==> config.mk <==
export PLATFORM = sky130hd
export DESIGN_NAME = coded_post_divider
export DESIGN_NICKNAME = d
export VERILOG_FILES = /design/src/rtl/post_div_pkg.sv /design/src/rtl/post_div_ctrl.sv /design/src/rtl/post_div_dp.sv /design/src/rtl/coded_post_divider.sv
export SDC_FILE = /design/constraint.sdc
export NUM_CORES = 1
export LEC_CHECK = 0
export CAP_MARGIN = 5
export CORE_UTILIZATION = 42
export DETAILED_ROUTE_END_ITERATION = 16
export DONT_BUFFER_PORTS = 1
export SLEW_MARGIN = 20
export SYNTH_ARGS = -nofsm -noshare
export SYNTH_HDL_FRONTEND = slang
export SYNTH_SLANG_ARGS = --single-unit
==> constraint.sdc <==
create_clock -name clkIn -period 1.8 [get_ports clkIn]
set_input_delay 0.09 -clock clkIn [delete_from_list [all_inputs] [get_ports clkIn]]
set_output_delay 0.09 -clock clkIn [all_outputs]
set_load 0.1 [all_outputs]
==> src/rtl/post_div_pkg.sv <==
package post_div_pkg;
  localparam int CODE_W = 4;
  localparam int CNT_W  = 6;

  typedef struct packed {
    logic             restart;
    logic             bypass;
    logic [CNT_W-1:0] lastCount;
    logic [CNT_W-1:0] curHalf;
    logic [CNT_W-1:0] newHalf;
  } divStrobe_t;

  function automatic logic [CNT_W-1:0] ratioOf(input logic [CODE_W-1:0] code);
    logic [CNT_W-1:0] r;
    case (code)
      4'd0:  r = CNT_W'(1);
      4'd1:  r = CNT_W'(2);
      4'd2:  r = CNT_W'(3);
      4'd3:  r = CNT_W'(4);
      4'd4:  r = CNT_W'(5);
      4'd5:  r = CNT_W'(6);
      4'd6:  r = CNT_W'(8);
      4'd7:  r = CNT_W'(9);
      4'd8:  r = CNT_W'(10);
      4'd9:  r = CNT_W'(12);
      4'd10: r = CNT_W'(15);
      4'd11: r = CNT_W'(16);
      4'd12: r = CNT_W'(18);
      4'd13: r = CNT_W'(20);
      4'd14: r = CNT_W'(25);
      default: r = CNT_W'(50);
    endcase
    return r;
  endfunction
endpackage

==> src/rtl/post_div_ctrl.sv <==
module post_div_ctrl
  import post_div_pkg::*;
(
  input  logic              clkIn,
  input  logic              rstN,
  input  logic [CODE_W-1:0] codeLo,
  input  logic [CODE_W-1:0] codeHi,
  input  logic              selHi,
  input  logic              lastTick,
  output divStrobe_t        strobe
);
  logic [CNT_W-1:0] activeRatio;
  logic [CNT_W-1:0] pendRatio;

  assign pendRatio = ratioOf(selHi ? codeHi : codeLo);

  always_ff @(posedge clkIn or negedge rstN) begin
    if (!rstN) activeRatio <= CNT_W'(1);
    else if (lastTick) activeRatio <= pendRatio;
  end

  always_comb begin
    strobe.restart   = lastTick;
    strobe.bypass    = (activeRatio == CNT_W'(1));
    strobe.lastCount = activeRatio - CNT_W'(1);
    strobe.curHalf   = activeRatio >> 1;
    strobe.newHalf   = pendRatio >> 1;
  end

  // ratio may only move at a period wrap
  assert_hold_mid_period_R5: assert property (@(posedge clkIn) disable iff (!rstN)
    !lastTick |=> $stable(activeRatio));

  // at a wrap the code picked by selHi is the one loaded
  assert_load_selected_R3: assert property (@(posedge clkIn) disable iff (!rstN)
    lastTick |=> activeRatio == ratioOf($past(selHi) ? $past(codeHi) : $past(codeLo)));
endmodule

==> src/rtl/post_div_dp.sv <==
module post_div_dp
  import post_div_pkg::*;
(
  input  logic       clkIn,
  input  logic       rstN,
  input  logic       pwrDown,
  input  divStrobe_t strobe,
  output logic       lastTick,
  output logic       clkOut
);
  logic [CNT_W-1:0] cnt;
  logic [CNT_W-1:0] cntInc;
  logic             divOut;

  assign cntInc   = cnt + CNT_W'(1);
  assign lastTick = (cnt == strobe.lastCount);

  always_ff @(posedge clkIn or negedge rstN) begin
    if (!rstN) begin
      cnt    <= '0;
      divOut <= 1'b0;
    end else if (strobe.restart) begin
      cnt    <= '0;
      divOut <= (strobe.newHalf != '0);
    end else begin
      cnt    <= cntInc;
      divOut <= (cntInc < strobe.curHalf);
    end
  end

  assign clkOut = rstN & ~pwrDown & (strobe.bypass ? clkIn : divOut);

  // count never passes the end of the active period
  assert_count_bound_R1: assert property (@(posedge clkIn) disable iff (!rstN)
    cnt <= strobe.lastCount);

  // a period of ratio 2 or more opens with the output high
  assert_start_high_R4: assert property (@(posedge clkIn) disable iff (!rstN)
    (strobe.restart && strobe.newHalf != '0) |=> divOut);
endmodule

==> src/rtl/coded_post_divider.sv <==
module coded_post_divider
  import post_div_pkg::*;
(
  input  logic              clkIn,
  input  logic              rstN,
  input  logic [CODE_W-1:0] codeLo,
  input  logic [CODE_W-1:0] codeHi,
  input  logic              selHi,
  input  logic              pwrDown,
  input  logic              outEn,
  output logic              clkOut,
  output logic              clkOutEn
);
  divStrobe_t strobe;
  logic       lastTick;

  post_div_ctrl ctrl_i (
    .clkIn    (clkIn),
    .rstN     (rstN),
    .codeLo   (codeLo),
    .codeHi   (codeHi),
    .selHi    (selHi),
    .lastTick (lastTick),
    .strobe   (strobe)
  );

  post_div_dp dp_i (
    .clkIn    (clkIn),
    .rstN     (rstN),
    .pwrDown  (pwrDown),
    .strobe   (strobe),
    .lastTick (lastTick),
    .clkOut   (clkOut)
  );

  assign clkOutEn = outEn;
endmodule

==> metrics <==
run status=finished with violations; failing checks=setup timing; DR vias=870; Slowest cell on crit path=nor3b_4; Total GRT Usage=0.198; Final Power=2.54 mW; most frequent cells after synthesis=12 x dfrtp_1, 10 x ha_1, 9 x xnor2_1; area leader, netlist=dfrtp_1; final hold viol count=0; drt drc=0; antenna viol nets, final=0; Worst Setup Path Type=flip-flop to output port; die height=53.3 um; post-DP HPWL=1.75 mm; DRT Wirelength=2.29 mm; cell area after synthesis=between 1000 and 1500 um2; max_cap viols=0; Worst-Skew Late Latency=380 ps; Tcrit/Tclk final=1.27; gr ovfl total=0; syn nets=approximately 140; first-pass GRT wire length=3.82 mm; nets@finish=162; largest cells by area after synthesis=dfrtp_1 27%, ha_1 11%, xnor2_1 7.1%; crit-path max FO=2; Final Cell Area=1380 um2; syn_area_per_cell=9.35 um2; Synth Flop Type=dfrtp_1; #FFs+latches synth=13; Final setup viols=14; Site Rows=18; initial antenna violation count=0; die area=2840 um2; core area=approximately 2500 um2; post-synth top area share=0.272; Final TNS setup=-1930 ps; Final Slew Violations=0; maximum VDD drop=1200 uV; die width=53.3 um; Placed Area=1260 um2; CTS tree=done; drt wl/cell=around 14 um; relative slew slack=0.308; clock slew at reported path FFs=around 80 ps; DR vias/cell=5.18; area delta synth->final=25.1%; Hold WC Path Type=input port to flip-flop; PortBufs=0; post-synthesis cell type count=35; EDFF count, synth=0; Worst Path Required=between 1500 and 2000 ps; I/O Pins=15; filler cell count=240; Levels on crit path=4; layout cell share with drive strength beyond 1=0.326; CP Capture Type=output port; post-route setup slack=-485 ps; Final min period=between 2000 and 2500 ps; vias in the first global route=864; RSZ-0062 raised after global routing=true; most common cell in the synthesized netlist=dfrtp_1; pin count of the biggest net entering global routing=14; CP peak stage delay=roughly 850 ps; sequential area share after synthesis=0.296; fmax=approximately 440 MHz; Initial Utilization=0.445; Clock Skew=0.690 ps; Leak=0.624 nW; routability congestion estimate=0.755; Pre-antenna DRT Iters=4; Worst EP arrival=2190 ps; crit-path cells=ha_1 -> nand3_2 -> mux2i_2 -> nor3b_4; worst slew pin tran=1040 ps; crit path launch type=flip-flop; pwr dens=approximately 1800 nW/um2; yosys warns=0; post-synthesis instance total=roughly 120; DR iter-0 viols=19; CP bufs+invs=0; crit-path leading delay family=simple AND/OR/NAND/NOR gates; Antenna diodes=0; R2R depth=7; Min-Delay Path Depth=3; ys async rst share=1.00
registers in the layout (all words and copies together), names as in the netlist:
| register | flops |
|---|---|
| ctrl_i.activeRatio | 6 |
| dp_i.cnt | 6 |
| dp_i.divOut | 1 |
path summary, 6_finish.rpt:
path	slack (ps)	from	endpoint
setup / recovery	-480	ctrl_i.activeRatio[0]$_DFFE_PN1N_	clkOut
hold / removal	90	codeLo[2]	ctrl_i.activeRatio[5]$_DFFE_PN0N_
setup reg to reg	-140	ctrl_i.activeRatio[0]$_DFFE_PN1N_	ctrl_i.activeRatio[1]$_DFFE_PN0N_
hold reg to reg	560	dp_i.cnt[0]$_DFF_PN0_	dp_i.cnt[0]$_DFF_PN0_
max in group asynchronous	1280	rstN	ctrl_i.activeRatio[1]$_DFFE_PN0N_
min in group asynchronous	140	rstN	ctrl_i.activeRatio[3]$_DFFE_PN0N_
stage by stage:
stage          cells  setup slack, ps  hold slack [ps]  utilization
2_1_floorplan    118            -62.8             -206            -
6_report         168             -485             93.3        0.557
3_3_place_gp     159            -44.6             -205        0.507
4_1_cts          168             -522             90.9        0.546
3_5_place_dp     159            -91.7             -205        0.507
5_1_grt          168             -562              124        0.557
routing by layer:
layer	global-route usage	wire, um
met1	0.248	1020
met3	0.0603	103
met2	0.298	1120
met4	0.110	37
met5	0	0
final cells by class:
type,count,area [um2],share of cell area
multi-input combinational,92,788,0.571
sequential,13,327,0.237
timing repair buffer,18,149,0.108
clock buffer,7,48.8,0.0354
tap,30,37.5,0.0272
inverter,8,30.0,0.0218
cells by family (layout without fill, tap and decap cells):
group,Yosys count,after routing,synth area share
AND/OR/NAND/NOR,36,36,0.181
AO/OA/AOI/OAI,21,21,0.124
multiplexers,14,14,0.142
flip-flops,13,13,0.296
buffers and inverters,13,33,0.0567
XOR/XNOR,11,11,0.0873
adder cells (fa/ha/maj),10,10,0.113
worst reg2reg max path: stages, from the launching register on:
cell and delay (ps):
dfstp_2 530, buf_4 120, inv_2 50, ha_4 210, xnor2_1 130, nor3_2 170, o2111ai_4 260, mux2_4 370
placed cells by master, fill, tap and decap left out, types with 2 or more instances in the layout:
master     n
a21oi_1    4
and2_1     6
buf_4     14
buf_6      3
clkbuf_4   6
dfrtp_1   12
ha_1       9
inv_1      6
inv_2      2
mux2_2     2
mux2_4     5
mux2i_1    5
mux2i_2    2
nand2_1    7
nand2b_1   3
nand3_1    6
nor2_1     3
nor2b_1    2
nor3_1     3
nor3_2     3
o21ai_0    7
xnor2_1    9
xor2_1     2
power by group:
part           switching (mW)  internal, mW
registers               0.126         0.448
logic                   0.752         0.867
clock network           0.165         0.178
total                    1.04          1.49
what timing repair did:
item,in CTS,in global routing
hold buffers,1,0
gates resized for setup,7,6
setup buffers,1,0
pin swaps,2,2
setup endpoints to repair,14,14
hold endpoints to repair,13,0
Power figures use the tool's default switching activity.
